===== src/rtl/pklane_pkg.sv =====
package pklane_pkg;
    localparam int OPW = 3;

    typedef enum logic [OPW-1:0] {
        OP_ABSD8 = 3'd0,
        OP_MUL16 = 3'd1,
        OP_MUL8  = 3'd2,
        OP_POPC8 = 3'd3,
        OP_ROTL  = 3'd4,
        OP_BYTL  = 3'd5,
        OP_BYTR  = 3'd6,
        OP_SSHF  = 3'd7
    } pk_op_e;
endpackage


===== src/rtl/pklane_mul.sv =====
module pklane_mul #(
    parameter int DATA_W = 32
) (
    input  logic [DATA_W-1:0]   src_a,
    input  logic [DATA_W-1:0]   src_b,
    output logic [2*DATA_W-1:0] prod_h,
    output logic [2*DATA_W-1:0] prod_b
);
    localparam int NH = DATA_W / 16;
    localparam int NB = DATA_W / 8;

    // signed halfword products, each 32 bits wide
    for (genvar h = 0; h < NH; h++) begin : g_half
        logic signed [15:0] ha, hb;
        assign ha = src_a[16*h +: 16];
        assign hb = src_b[16*h +: 16];
        assign prod_h[32*h +: 32] = ha * hb;
    end

    // unsigned byte products, each 16 bits wide
    for (genvar i = 0; i < NB; i++) begin : g_byte
        logic [7:0] ba, bb;
        assign ba = src_a[8*i +: 8];
        assign bb = src_b[8*i +: 8];
        assign prod_b[16*i +: 16] = ba * bb;
    end
endmodule


===== src/rtl/pklane_bytewise.sv =====
module pklane_bytewise #(
    parameter int DATA_W = 32
) (
    input  logic [DATA_W-1:0] src_a,
    input  logic [DATA_W-1:0] src_b,
    output logic [DATA_W-1:0] absd,
    output logic [DATA_W-1:0] popc
);
    localparam int NB = DATA_W / 8;

    for (genvar i = 0; i < NB; i++) begin : g_lane
        logic [7:0] la, lb;
        logic [3:0] cnt;
        assign la = src_a[8*i +: 8];
        assign lb = src_b[8*i +: 8];
        assign absd[8*i +: 8] = (la >= lb) ? (la - lb) : (lb - la);

        always_comb begin
            cnt = '0;
            for (int k = 0; k < 8; k++) begin
                cnt = cnt + {3'b000, la[k]};
            end
        end
        assign popc[8*i +: 8] = {4'b0000, cnt};
    end
endmodule


===== src/rtl/pklane_shift.sv =====
module pklane_shift #(
    parameter int DATA_W = 32
) (
    input  logic [DATA_W-1:0] src_a,
    input  logic [DATA_W-1:0] src_b,
    output logic [DATA_W-1:0] rot,
    output logic [DATA_W-1:0] byt_l,
    output logic [DATA_W-1:0] byt_r,
    output logic [DATA_W-1:0] sshf
);
    localparam int SHW = $clog2(DATA_W);
    localparam int NB  = DATA_W / 8;
    localparam int BSW = $clog2(NB);
    localparam logic [DATA_W:0] MAXAMT = (DATA_W+1)'(DATA_W - 1);

    logic [2*DATA_W-1:0] dbl;
    logic [DATA_W:0]     b_ext;
    logic [DATA_W:0]     mag;
    logic [SHW-1:0]      amt;
    logic [BSW+2:0]      bsh;

    always_comb begin
        dbl   = {src_a, src_a} << src_b[SHW-1:0];
        rot   = dbl[2*DATA_W-1:DATA_W];

        bsh   = {src_b[BSW-1:0], 3'b000};
        byt_l = src_a << bsh;
        byt_r = src_a >> bsh;

        // sign-directed shift: magnitude kept one bit wider than the amount
        b_ext = {src_b[DATA_W-1], src_b};
        mag   = src_b[DATA_W-1] ? (~b_ext + 1'b1) : b_ext;
        amt   = (mag > MAXAMT) ? SHW'(DATA_W - 1) : mag[SHW-1:0];
        if (src_b[DATA_W-1]) begin
            sshf = $signed(src_a) >>> amt;
        end else begin
            sshf = src_a << amt;
        end
    end
endmodule


===== src/rtl/pklane_alu.sv =====
module pklane_alu
    import pklane_pkg::*;
#(
    parameter int DATA_W = 32
) (
    input  logic                  clk,
    input  logic                  rst_n,
    input  logic                  in_vld,
    input  logic [OPW-1:0]        in_op,
    input  logic [DATA_W-1:0]     in_a,
    input  logic [DATA_W-1:0]     in_b,
    output logic                  out_vld,
    output logic [2*DATA_W-1:0]   out_res
);
    localparam int RES_W = 2 * DATA_W;
    localparam int NB    = DATA_W / 8;

    typedef struct packed {
        logic             vld;
        logic [RES_W-1:0] res;
    } stage_t;

    stage_t st_d, st_q;

    logic [RES_W-1:0]  prod_h, prod_b;
    logic [DATA_W-1:0] absd, popc, rot, byt_l, byt_r, sshf;
    pk_op_e            op;

    assign op = pk_op_e'(in_op);

    pklane_mul #(.DATA_W(DATA_W)) u_mul (
        .src_a (in_a),
        .src_b (in_b),
        .prod_h(prod_h),
        .prod_b(prod_b)
    );

    pklane_bytewise #(.DATA_W(DATA_W)) u_bytewise (
        .src_a(in_a),
        .src_b(in_b),
        .absd (absd),
        .popc (popc)
    );

    pklane_shift #(.DATA_W(DATA_W)) u_shift (
        .src_a(in_a),
        .src_b(in_b),
        .rot  (rot),
        .byt_l(byt_l),
        .byt_r(byt_r),
        .sshf (sshf)
    );

    always_comb begin
        st_d     = st_q;
        st_d.vld = in_vld;
        if (in_vld) begin
            unique case (op)
                OP_ABSD8: st_d.res = {{DATA_W{1'b0}}, absd};
                OP_MUL16: st_d.res = prod_h;
                OP_MUL8:  st_d.res = prod_b;
                OP_POPC8: st_d.res = {{DATA_W{1'b0}}, popc};
                OP_ROTL:  st_d.res = {{DATA_W{1'b0}}, rot};
                OP_BYTL:  st_d.res = {{DATA_W{1'b0}}, byt_l};
                OP_BYTR:  st_d.res = {{DATA_W{1'b0}}, byt_r};
                OP_SSHF:  st_d.res = {{DATA_W{1'b0}}, sshf};
                default:  st_d.res = '0;
            endcase
        end
    end

    always_ff @(posedge clk or negedge rst_n) begin
        if (!rst_n) begin
            st_q <= '0;
        end else begin
            st_q <= st_d;
        end
    end

    assign out_vld = st_q.vld;
    assign out_res = st_q.res;

    // accepted work shows up after one edge
    a_r2_vld_follows: assert property (@(posedge clk) disable iff (!rst_n)
        in_vld |=> out_vld);

    // idle cycles clear valid and leave the result alone
    a_r2_idle_hold: assert property (@(posedge clk) disable iff (!rst_n)
        !in_vld |=> (!out_vld && $stable(out_res)));

    // single-word results leave the upper word clear
    a_r10_upper_zero: assert property (@(posedge clk) disable iff (!rst_n)
        (in_vld && in_op != OP_MUL16 && in_op != OP_MUL8)
        |=> (out_res[RES_W-1:DATA_W] == '0));

    // a zero amount passes the source through unchanged
    a_r9_zero_amount: assert property (@(posedge clk) disable iff (!rst_n)
        (in_vld && in_op == OP_SSHF && in_b == '0)
        |=> (out_res == {{DATA_W{1'b0}}, $past(in_a)}));

    for (genvar i = 0; i < NB; i++) begin : g_chk
        // an unsigned 8x8 lane product cannot exceed 255*255
        a_r5_lane_bound: assert property (@(posedge clk) disable iff (!rst_n)
            (in_vld && in_op == OP_MUL8) |=> (out_res[16*i +: 16] <= 16'hFE01));
        // a lane popcount is at most eight
        a_r6_count_range: assert property (@(posedge clk) disable iff (!rst_n)
            (in_vld && in_op == OP_POPC8) |=> (out_res[8*i +: 8] <= 8'd8));
    end
endmodule


===== config.mk =====
export PLATFORM = sky130hd
export DESIGN_NAME = pklane_alu
export DESIGN_NICKNAME = d
export VERILOG_FILES = /design/src/rtl/pklane_pkg.sv /design/src/rtl/pklane_mul.sv /design/src/rtl/pklane_bytewise.sv /design/src/rtl/pklane_shift.sv /design/src/rtl/pklane_alu.sv
export SDC_FILE = /design/constraint.sdc
export NUM_CORES = 2
export LEC_CHECK = 0
export ABC_AREA = 1
export CELL_PAD_IN_SITES_DETAIL_PLACEMENT = 1
export CELL_PAD_IN_SITES_GLOBAL_PLACEMENT = 1
export CORE_MARGIN = 4
export CORE_UTILIZATION = 50
export CTS_CLUSTER_DIAMETER = 100
export DETAILED_ROUTE_END_ITERATION = 8
export PLACE_DENSITY_LB_ADDON = 0.1
export SLEW_MARGIN = 20
export SYNTH_ARGS = -nofsm -noshare
export SYNTH_HDL_FRONTEND = slang
export SYNTH_SLANG_ARGS = --single-unit

===== constraint.sdc =====
create_clock -name clk -period 1.6 [get_ports clk]
set_clock_uncertainty 0.1 [all_clocks]
set_input_delay 0.16 -clock clk [delete_from_list [all_inputs] [get_ports clk]]
set_output_delay 0.16 -clock clk [all_outputs]
set_load 0.1 [all_outputs]

==> key figures, run 1 <==
Logic synthesis
  • Synth Instances: ~5.8k
  • Yosys warnings: 0
  • Mean Syn Cell Area: 7.04 sq um
  • Post-Synthesis Cell Area: 40,700 sq um
  • Asr flop ratio synth: 1.00
  • Synth Register Bits: 65
  • Leading area contributor after synthesis: fa_1
  • Area contributors post-synth: fa_1 (33%), nand2_1 (13%), ha_1 (13%)
  • Sequential fraction of the synthesis area: 0.0400
  • Area fraction of the dominant cell type after synthesis: 0.335
  • Post-synth EDFFs: 0
  • Unique masters post-synth: 63
  • Ys flop type: dfrtp_1
  • Mapped Nets: 6,941

Floorplan
  • Horiz. Die Dim: 293 microns
  • Initial Util: 0.505
  • Num ports: around 140
  • # rows: 104
  • Die Y: 293 microns

Place
  • Routability cong.: 1.11
  • I/O Buffers: 134
  • Half-perimeter wire length after placement: 229,000 microns

Status
  • Fail Step: 3_5_place_dp
  • Outcome: aborted with a tool error
  • Error msg: [ERROR DPL-0033] detailed placement checks failed during check placement.
cell usage after synthesis (33+ instances only):
master / n
nand2_1: 1377
inv_1: 1336
fa_1: 680
ha_1: 413
nand3_1: 413
nor2_1: 281
o21ai_0: 250
a21oi_1: 247
clkbuf_1: 168
dfrtp_1: 65
nand4_1: 45
buf_2: 41
buf_1: 37
o211ai_1: 35
or2_2: 33
cell families after synthesis:
kind of cell,synth area share
simple gates,0.230
flops,0.0400
mux,0.00446
compound gates,0.0995
fa+ha+maj,0.462
xor+xnor,0.0110
buf+inv,0.154
metrics by stage:
stage | worst slack [ns] | cells | TNS [ns] | hold WS (ns) | cell area (sq um)
floorplan | -4.11 | 5778 | -191.18 | -0.236 | 42600
global placement | -5.01 | 8083 | -252.01 | 0.127 | 55300
==> run 2: changes to the inputs <==
CELL_PAD_IN_SITES_DETAIL_PLACEMENT = unset   (was 1)
CELL_PAD_IN_SITES_GLOBAL_PLACEMENT = unset   (was 1)
CORE_UTILIZATION = 35   (was 50)
CTS_CLUSTER_DIAMETER = unset   (was 100)
PLACE_DENSITY_LB_ADDON = 0.15   (was 0.1)
==> run 2 against run 1 <==
Net effect: the flow now finishes, with violations (negative setup slack); synthesized area unchanged; synthesized cell count unchanged.
==> key figures, run 2 <==
Logic synthesis
  • Area contributors post-synth: fa_1 (33%), nand2_1 (13%), ha_1 (13%)
  • Unique masters post-synth: 63 (unchanged)
  • Mean Syn Cell Area: 7.04 sq um (unchanged)
  • Sequential fraction of the synthesis area: 0.0400 (unchanged)
  • Asr flop ratio synth: 1.00 (unchanged)
  • Synth Register Bits: 65 (unchanged)
  • Synth Instances: 5,778 (unchanged)
  • Compound-Gate Fraction of Synth Area: 0.0995 (unchanged)
  • Mapped Nets: 6,941 (unchanged)
  • Largest family of logic cells by synthesized area: adder cells
  • Post-synthesis simple-gate area fraction: 0.230 (unchanged)
  • Post-Synth Adder-Cell Area: 0.462 (unchanged)
  • Post-synth EDFFs: 0 (unchanged)
  • Mux contribution to synthesized area: 0.00446 (unchanged)
  • Area fraction of the dominant cell type after synthesis: 0.335 (unchanged)
  • Synth cell count leaders: nand2_1 (1,377), inv_1 (1,336), fa_1 (680)
  • Leading area contributor after synthesis: fa_1
  • Post-Synthesis Cell Area: 40,700 sq um (unchanged)
  • Yosys warnings: 0 (unchanged)
  • Ys flop type: dfrtp_1
  • Post-Synth XOR/XNOR Area: 0.0110 (unchanged)
  • Most frequent cell after synthesis: nand2_1

Timing
  • Final Hold Vio Count: 0
  • Fin worst setup slack: -3.94 ns
  • Least-Margin Pin Slew: 0.962 ns
  • Min Tclk post-route: approximately 5.5 ns
  • Max Transition Viols Final: 0
  • Final setup violation count: 64
  • Final period util: 3.46
  • Fmax achieved: 0.180 GHz
  • Relative slew slack: 0.359
  • RSZ-0062 raised after global routing: true

Setup path
  • Worst EP required: ~1.8 ns
  • Crit start category: input pin
  • CP Capture Type: flip-flop
  • CP Data Arrival Time: 5.76 ns
  • CP Max Fanout: 3
  • Setup Crit Path Kind: in2reg

Cells and area
  • Fin util: 0.558
  • Most frequent cells in the layout: buf_4 (1,416), nand2_1 (1,169), inv_1 (1,138), fa_1 (596), nand3_1 (354)
  • NumNets Final: 8,569
  • Top reg by flops: out_res
  • Reg area: 1630 sq um
  • Combined area of the multi-input logic cells: 37,200 sq um
  • Share of layout cells above drive strength 1: 0.390
  • Max reg flops: 64
  • Commonest non-fill, non-tap cell in the layout: buf_4
  • Syn-to-layout area delta: 57.6%
  • Fillers: 10.8k

Clocking
  • TritonCTS buffer count: 9
  • CTS tree: yes
  • Worst-path clk slew: 0.10 ns
  • Clock buffer depth: 2
  • Skew-Pair Late Insertion Delay: 0.41 ns
  • CTS H-tree lvls: 3
  • Clock Tree Root: clkbuf_16
  • Clock tree sinks: 65

Route
  • Post-route ant nets: 0
  • Post-route DRC: 0
  • Via density: 5.04
  • 1st-pass router iterations: 5
  • Routed WL: 194,000 microns
  • Vias: 45.0k
  • DRT iter0 DRCs: 3,733
  • Avg WL per Cell: 21.7 microns

Global route
  • Pin count of the biggest net entering global routing: 62
  • Initial antenna violation count: 5
  • Total GRT Usage: 0.319
  • Gr ovfl total: 0
  • First-pass GRT wire length: 292,000 microns
  • Vias in the first global route: between 40k and 50k

Floorplan
  • Core area: between 100,000 and 150,000 sq um
  • # rows: 124 (+19%)
  • Initial Util: 0.354 (-0.151)
  • Num ports: 135 (unchanged)
  • Horiz. Die Dim: 349 microns (+19%)
  • DIE AREA: 122,000 sq um
  • Die Y: 349 microns (+19%)

Min path
  • Worst Hold Class: in2async

Place
  • Routability cong.: 1.01 (-9.5%)
  • I/O Buffers: 134 (unchanged)
  • Half-perimeter wire length after placement: 155,000 microns (-32%)

Job
  • Max cap viols: 0

Status
  • Outcome: finished, violations left
  • Violated checks: negative setup slack
run 2: critical path, cell delays in order:
cell	delay (ns)
buf_6	0.10
buf_12	0.12
buf_12	0.12
ha_4	0.15
fa_2	0.61
fa_2	0.45
fa_2	0.55
fa_1	0.41
fa_1	0.49
inv_1	0.05
fa_1	0.49
inv_2	0.05
ha_4	0.17
a21oi_4	0.19
nor2_4	0.05
a211oi_4	0.20
nor3_2	0.08
a2111oi_2	0.37
o211ai_1	0.23
a21oi_1	0.17
o21bai_1	0.10
buf_4	0.14
o21ai_2	0.12
nand2_1	0.06
nand2_1	0.06
nand2_1	0.06
run 2: area by class of cell:
cell class	count	area share
multi-input combinational	4095	0.580
timing repair buffer	1885	0.280
inverter	1350	0.0799
tap	1512	0.0295
sequential	65	0.0254
clock buffer	9	0.00351
clock inverter	7	0.00111
antenna	5	0.000195
run 2: cells by family (layout without fill, tap and decap cells):
kind of cell               count (synthesis)  in the layout
other                                      0              5
adders and majority gates               1093           1093
AOI/OAI and AO/OA                        705            705
muxes                                     18             18
DFF                                       65             65
and+or+nand+nor                         2228           2228
buffers and inverters                   1618           3251
xor gates and xnor gates                  51             51
run 2: per-stage QoR:
step / setup slack, ns / std cells / setup TNS [ns] / area (sq um) / hold slack (ns)
6_report: -3.94 / 8928 / -199.38 / 64100 / 0.0320
5_1_grt: -4.10 / 8923 / -209.86 / 64100 / 0.0333
4_1_cts: -3.98 / 8907 / -198.77 / 63100 / 0.0181
3_5_place_dp: -5.10 / 8535 / -257.18 / 56000 / -0.0502
3_3_place_gp: -5.06 / 8535 / -255.56 / 56000 / -0.0514
2_1_floorplan: -4.11 / 5778 / -191.18 / 42600 / -0.236
run 2: what timing repair did:
| item | CTS | global route |
|---|---|---|
| resized for setup | 1230 | 329 |
| cloned | 16 | 0 |
| pin swaps | 486 | 351 |
| setup endpoints to repair | 64 | 65 |
| buffers inserted | 366 | 58 |
| hold buffers | 1 | 0 |
| endpoints found under the hold margin | 65 | 0 |
run 2: metal layers:
layer / wire length (microns) / vias up / global-route usage
li1: - / 21000 / -
met1: 84400 / 22000 / 0.438
met2: 88900 / 1629 / 0.524
met5: 11 / - / 0
met4: 8380 / 2 / 0.103
met3: 12300 / 356 / 0.0389
run 2: final timing paths:
check,from,slack (ns),cells after the start,endpoint
setup reg to reg,out_res[23],0.36,2,out_res[23]
hold reg to reg,out_res[44],0.44,2,out_res[44]
hold / removal,rst_n,0.03,2,out_res[18]
min in group clk,in_vld,0.26,5,out_res[8]
setup / recovery,in_a[26],-3.94,26,out_res[62]
max in group asynchronous,rst_n,0.80,3,out_res[9]
Power of run 2 is not shown: default switching activity piles up to over one toggle a cycle in this logic, so the estimate is an artifact.
